## config.mk

```make
export PLATFORM = sky130hd
export DESIGN_NAME = dm_cache
export DESIGN_NICKNAME = d
export VERILOG_FILES = /design/src/rtl/dm_cache.sv
export SDC_FILE = /design/constraint.sdc
export NUM_CORES = 2
export LEC_CHECK = 0
export CORE_AREA = 2 2 404 406
export DETAILED_ROUTE_END_ITERATION = 7
export DIE_AREA = 0 0 406 408
export MAX_ROUTING_LAYER = met4
export PLACE_DENSITY = 0.65
export SYNTH_ARGS = -nofsm -noshare
export SYNTH_HDL_FRONTEND = slang
export SYNTH_SLANG_ARGS = --single-unit
```

## constraint.sdc

```tcl
create_clock -name clk -period 5.9 [get_ports clk]
set_input_delay 1.475 -clock clk [delete_from_list [all_inputs] [get_ports clk]]
set_output_delay 1.475 -clock clk [all_outputs]
set_load 0.02 [all_outputs]
```

## src/rtl/dm_cache.sv

```systemverilog
module dm_cache #(
  parameter int WORD_BITS  = 2,
  parameter int INDEX_BITS = 3
) (
  input  logic        clk,
  input  logic        rst_n,
  input  logic        wr_delayed,
  input  logic        cpu_req,
  input  logic        cpu_we,
  input  logic [31:0] cpu_addr,
  input  logic [31:0] cpu_wdata,
  output logic [31:0] cpu_rdata,
  output logic        cpu_rvalid,
  output logic        cpu_busy,
  output logic        mem_req,
  output logic        mem_we,
  output logic [31:0] mem_addr,
  output logic [31:0] mem_wdata,
  input  logic [31:0] mem_rdata,
  input  logic        mem_ack
);
  localparam int WPB   = 1 << WORD_BITS;
  localparam int NBLK  = 1 << INDEX_BITS;
  localparam int TAG_W = 30 - WORD_BITS - INDEX_BITS;
  localparam int LINES = WPB * NBLK;

  typedef enum logic [1:0] {S_IDLE, S_WB, S_FILL, S_WT} st_t;
  st_t st;

  logic [31:0]           data_q [LINES];
  logic [TAG_W-1:0]      tag_q  [NBLK];
  logic [NBLK-1:0]       vld_q, dty_q;
  logic [WORD_BITS-1:0]  cnt;
  logic [INDEX_BITS-1:0] m_idx;
  logic [TAG_W-1:0]      m_tag;
  logic [31:0]           wt_addr, wt_data;

  wire [TAG_W-1:0]      a_tag  = cpu_addr[31 -: TAG_W];
  wire [INDEX_BITS-1:0] a_idx  = cpu_addr[2+WORD_BITS +: INDEX_BITS];
  wire [WORD_BITS-1:0]  a_word = cpu_addr[2 +: WORD_BITS];
  wire                  unused_offset = ^cpu_addr[1:0];

  wire hit    = vld_q[a_idx] && (tag_q[a_idx] == a_tag);
  wire accept = cpu_req && hit && (st == S_IDLE);
  wire last   = &cnt;

  assign cpu_busy  = (st != S_IDLE) || (cpu_req && !hit);
  assign mem_req   = (st != S_IDLE);
  assign mem_we    = (st == S_WB) || (st == S_WT);
  assign mem_addr  = (st == S_WT) ? wt_addr
                   : {(st == S_WB) ? tag_q[m_idx] : m_tag, m_idx, cnt, 2'b00};
  assign mem_wdata = (st == S_WT) ? wt_data : data_q[{m_idx, cnt}];

  always_ff @(posedge clk) begin
    if (accept && cpu_we)
      data_q[{a_idx, a_word}] <= cpu_wdata;
    else if (st == S_FILL && mem_ack)
      data_q[{m_idx, cnt}] <= mem_rdata;
    if (st == S_FILL && mem_ack && last)
      tag_q[m_idx] <= m_tag;
    if (accept)
      cpu_rdata <= data_q[{a_idx, a_word}];
  end

  always_ff @(posedge clk) begin
    if (!rst_n) begin
      st         <= S_IDLE;
      vld_q      <= '0;
      dty_q      <= '0;
      cnt        <= '0;
      m_idx      <= '0;
      m_tag      <= '0;
      wt_addr    <= '0;
      wt_data    <= '0;
      cpu_rvalid <= 1'b0;
    end else begin
      cpu_rvalid <= accept && !cpu_we;
      case (st)
        S_IDLE: begin
          if (accept) begin
            if (cpu_we) begin
              if (wr_delayed) dty_q[a_idx] <= 1'b1;
              else begin
                wt_addr <= {cpu_addr[31:2], 2'b00};
                wt_data <= cpu_wdata;
                st      <= S_WT;
              end
            end
          end else if (cpu_req) begin
            m_idx <= a_idx;
            m_tag <= a_tag;
            cnt   <= '0;
            st    <= (vld_q[a_idx] && dty_q[a_idx]) ? S_WB : S_FILL;
          end
        end
        S_WB: if (mem_ack) begin
          cnt <= cnt + 1'b1;
          if (last) st <= S_FILL;
        end
        S_FILL: if (mem_ack) begin
          cnt <= cnt + 1'b1;
          if (last) begin
            vld_q[m_idx] <= 1'b1;
            dty_q[m_idx] <= 1'b0;
            st           <= S_IDLE;
          end
        end
        S_WT: if (mem_ack) st <= S_IDLE;
        default: st <= S_IDLE;
      endcase
    end
  end


  rvalid_after_read_chk: assert property (@(posedge clk) disable iff (!rst_n)
    cpu_rvalid |-> $past(cpu_req && !cpu_we && !cpu_busy));


  delayed_sets_dirty_chk: assert property (@(posedge clk) disable iff (!rst_n)
    (cpu_req && cpu_we && !cpu_busy && wr_delayed) |=> (dty_q[$past(a_idx)] && !mem_req));


  wt_issues_write_chk: assert property (@(posedge clk) disable iff (!rst_n)
    (cpu_req && cpu_we && !cpu_busy && !wr_delayed)
      |=> (mem_req && mem_we && mem_addr[31:2] == $past(cpu_addr[31:2])
           && mem_wdata == $past(cpu_wdata)));


  beat_hold_chk: assert property (@(posedge clk) disable iff (!rst_n)
    (mem_req && !mem_ack) |=> (mem_req && $stable(mem_addr) && $stable(mem_we)));


  wb_only_dirty_chk: assert property (@(posedge clk) disable iff (!rst_n)
    (st == S_WB) |-> (vld_q[m_idx] && dty_q[m_idx]));


  busy_during_mem_chk: assert property (@(posedge clk) disable iff (!rst_n)
    (cpu_req && !hit) |-> cpu_busy);
endmodule

```

==> results.toml <==
[layout]
area_growth_pct = 17.8
final_core_util = 0.456
register_area_um2 = 40000
drive_above_1_share = 0.309
fillCellCount = 13600
multi_input_area_um2 = 21700
final_cells = 5906
fin_nets = 3717

[global_route]
antenna_found_initial = 7
grt_usage = 0.228
grt_pass1_wl_mm = 262
grt_start_max_net_pins = 111
first_global_vias = 36200
grt_remaining_overflow = 0

[worst_setup_path]
critical_path_class = "input port to output port"
cpPeakStageDelay_ns = 0.51
cp_common_cell = "buf_4"
r2r_slack_ns = 1.88
start_kind = "input port"
r2r_cells = 10
crit_chain = "buf_2 -> buf_4 -> mux4_2 -> mux2i_1 -> xor2_1 -> o21ai_1 -> nor4b_2 -> and4_1 -> o21ai_0 -> buf_4 -> buf_12"
crit_path_end_kind = "output port"
crit_slowest_cell = "mux4_2"
r2r_start = "tag_q[6][0]$_DFFE_PP_"
critPathMaxFanout = 8
worstPathRequired_ns = 4.43
r2r_end = "data_q[13][25]$_DFFE_PP_"
cp_data_arrival_time_ns = 4.30

[drt]
wl_met2_mm = 88.9
ant_nets = 0
vias = 36400
wl_met1_mm = 73.2
drtIter0Drc = 4452
dr.pass1.iters = 6
viasPerCell = 6.16
wl_met3_mm = 17.5
drc_errors = 0
top_layer = "met4"
wl_per_cell_um = 31.3
wl_mm = 185

[power_and_ir_drop]
comb_power_share = 0.217
power.density_nw_per_um2 = 353
leakage_nw = 22.7
power_frac_seq = 0.435
clockPowerShare = 0.348
p_switching_mw = 7.25
p_int_mw = 18.8
peakVddDrop_mv = 0.330
switching_share = 0.279
power.total_mw = 26.0

[sta]
rsz0062_at_grt = "no"
tightest_slew_ns = 1.22
fin_hold_ws_ns = 0.463
setup_viol = 0
setup_tns_ns = 0
finalCritPeriodShare = 0.979
report.final.hold_viol_count = 0
max_freq_mhz = 173
slew_viol_final = 0
clock_skew_ns = 0.0542
slew_headroom = 0.186
fin_crit_ns = 5.78

[placed_design]
globalplace.congestion = 0.830
portBuffers = 197
placed_cells = 5637
place_hpwl_mm = 109

[floorplanning]
core_um2 = 162000
row_count = 148
die_area_um2 = 166000
start_util = 0.387
die_h_um = 408
ios = 202
fp.dieW_um = 406

[hold_path]
hold_depth = 1
hp-start = "vld_q[0]$_SDFFE_PN0P_"
hold_path_end = "vld_q[0]$_SDFFE_PN0P_"
holdCritPathClass = "register to register"

[clocking]
clk_pin_slew_ns = 0.06
cts-buffers-inserted = 144
cts.sinks = 1370
clockRootBuffer = "clkbuf_16"
cts_buffer_depth = 3
holdBufCountCts = 0
cts_tree = "yes"
cts_max_level = 4
clkLatencyLatePin_ns = 0.80

[run]
drv_cap = 0

[yosys]
synth_edf_count = 1256
synth_ff_type = "edfxtp_1"
synth_area_um2 = 62500
synth_seq_cells = 1370
yosysWarnings = 0
synth.avg_cell_area_um2 = 18.8
syn_inst = 3326
async_reset_ff_frac = 0
ys_seq_area_frac = 0.639
synth_cell_types = 72

[status]
status = "completed"
## synth_stat cells (16+ instances only)
library cell	number	area share
edfxtp_1	1256	0.60
mux2_2	82	0.015
a22oi_1	153	0.018
nand4_1	41	0.0041
dfxtp_1	114	0.036
buf_1	55	0.0033
buf_2	16	0.0013
a221oi_1	31	0.0043
mux2i_1	246	0.039
a22o_1	34	0.0048
o221ai_1	29	0.0041
nand2_1	82	0.0049
clkbuf_1	164	0.0098
nor2_1	164	0.0098
o21ai_0	61	0.0049
mux4_2	580	0.21
## registers in the layout (all words and copies together) (netlist names), 3 cells and up, named ones only
register / count
data_q: 1024
tag_q: 200
cpu_rdata: 32
wt_data: 32
wt_addr: 30
m_tag: 25
dty_q: 8
vld_q: 8
m_idx: 3
## power by group through the flow
stage	sequential [mW]	clock [mW]	combinational (mW)
2_1_floorplan	11.3	0	3.60
3_3_place_gp	11.5	0	5.61
3_5_place_dp	11.5	0	5.63
4_1_cts	11.3	9.17	5.65
5_1_grt	11.3	9.55	5.98
6_report	11.3	9.06	5.65
## stage by stage
step	worst slack [ns]	area [um^2]
2_1_floorplan	0.0135	62600
3_3_place_gp	0.0544	68900
3_5_place_dp	0.0844	68900
4_1_cts	0.0625	73600
5_1_grt	0.00606	73700
6_report	0.123	73700
## layer usage
metal  vias to the layer above  GRT usage
met3                       327     0.0377
met5                         -          -
met2                      1971      0.354
met1                     19300      0.310
met4                         0     0.0679
li1                      14800          -
## critical path, delay by kind of cell
kind	cells	cell delay, ns
multiplexers	2	0.69
AO/OA/AOI/OAI	2	0.28
XOR/XNOR	1	0.39
buffers and inverters	4	0.85
AND/OR/NAND/NOR	2	0.60
## worst max path at each step
| stage | startpoint | to | slack (ns) | depth (start not counted) |
|---|---|---|---|---|
| after floorplan | cpu_addr[6] | data_q[29][0]$_DFFE_PP_ | 0.01 | 13 |
| after global placement | cpu_addr[5] | cpu_busy | 0.05 | 11 |
| after detailed placement | cpu_addr[5] | cpu_busy | 0.08 | 11 |
| after CTS | cpu_addr[5] | cpu_busy | 0.06 | 11 |
| after global routing | cpu_addr[5] | cpu_busy | 0.006 | 11 |
| final | cpu_addr[5] | cpu_busy | 0.12 | 11 |
## layout by cell type (no fill, tap or decap), drive strengths merged, types with 5 or more instances in the layout
cell,Yosys,final
xor2,9,9
nor2,164,164
clkbuf,164,199
nand2b,9,9
and3,6,6
inv,16,20
nor3,12,12
o22ai,6,6
bufinv,0,9
a22o,34,34
mux2i,246,246
nand3b,6,6
nand2,82,82
o21ai,64,64
and2,5,5
or3,8,8
a21oi,15,15
clkinv,1,55
nor2b,11,11
mux4,582,582
a221oi,31,31
mux2,84,84
nand4,42,42
o221ai,29,29
buf,94,203
ha,6,6
o311ai,6,6
clkdlybuf4s50,0,191
nor3b,5,5
a31oi,5,5
dfxtp,114,114
edfxtp,1256,1256
a22oi,153,153
nand3,6,6
## cell families after synthesis
family                     Yosys count  share of synthesized area
AOI/OAI and AO/OA                  371                     0.0435
xor gates and xnor gates            12                    0.00168
adders and majority gates            6                    0.00120
buffers and inverters              275                     0.0202
DFF                               1370                      0.639
muxes                              912                      0.264
other                                1                  0.0000600
and+or+nand+nor                    379                     0.0296
## cell type report
| class | count | share of cell area |
|---|---|---|
| diodes | 1 | 0.0000340 |
| clock buffers | 199 | 0.0539 |
| clock inverters | 68 | 0.00993 |
| inverters | 17 | 0.000900 |
| multi-input cells | 1682 | 0.294 |
| flip-flops and latches | 1370 | 0.543 |
| well taps | 2175 | 0.0369 |
| repair buffers | 394 | 0.0612 |
## what timing repair did
action | 4_1_cts | 5_1_grt
resized for setup | 0 | 2
setup buffers | 0 | 1
setup endpoints to repair | 0 | 3
No activity file was read; power rests on OpenSTA's default activity.
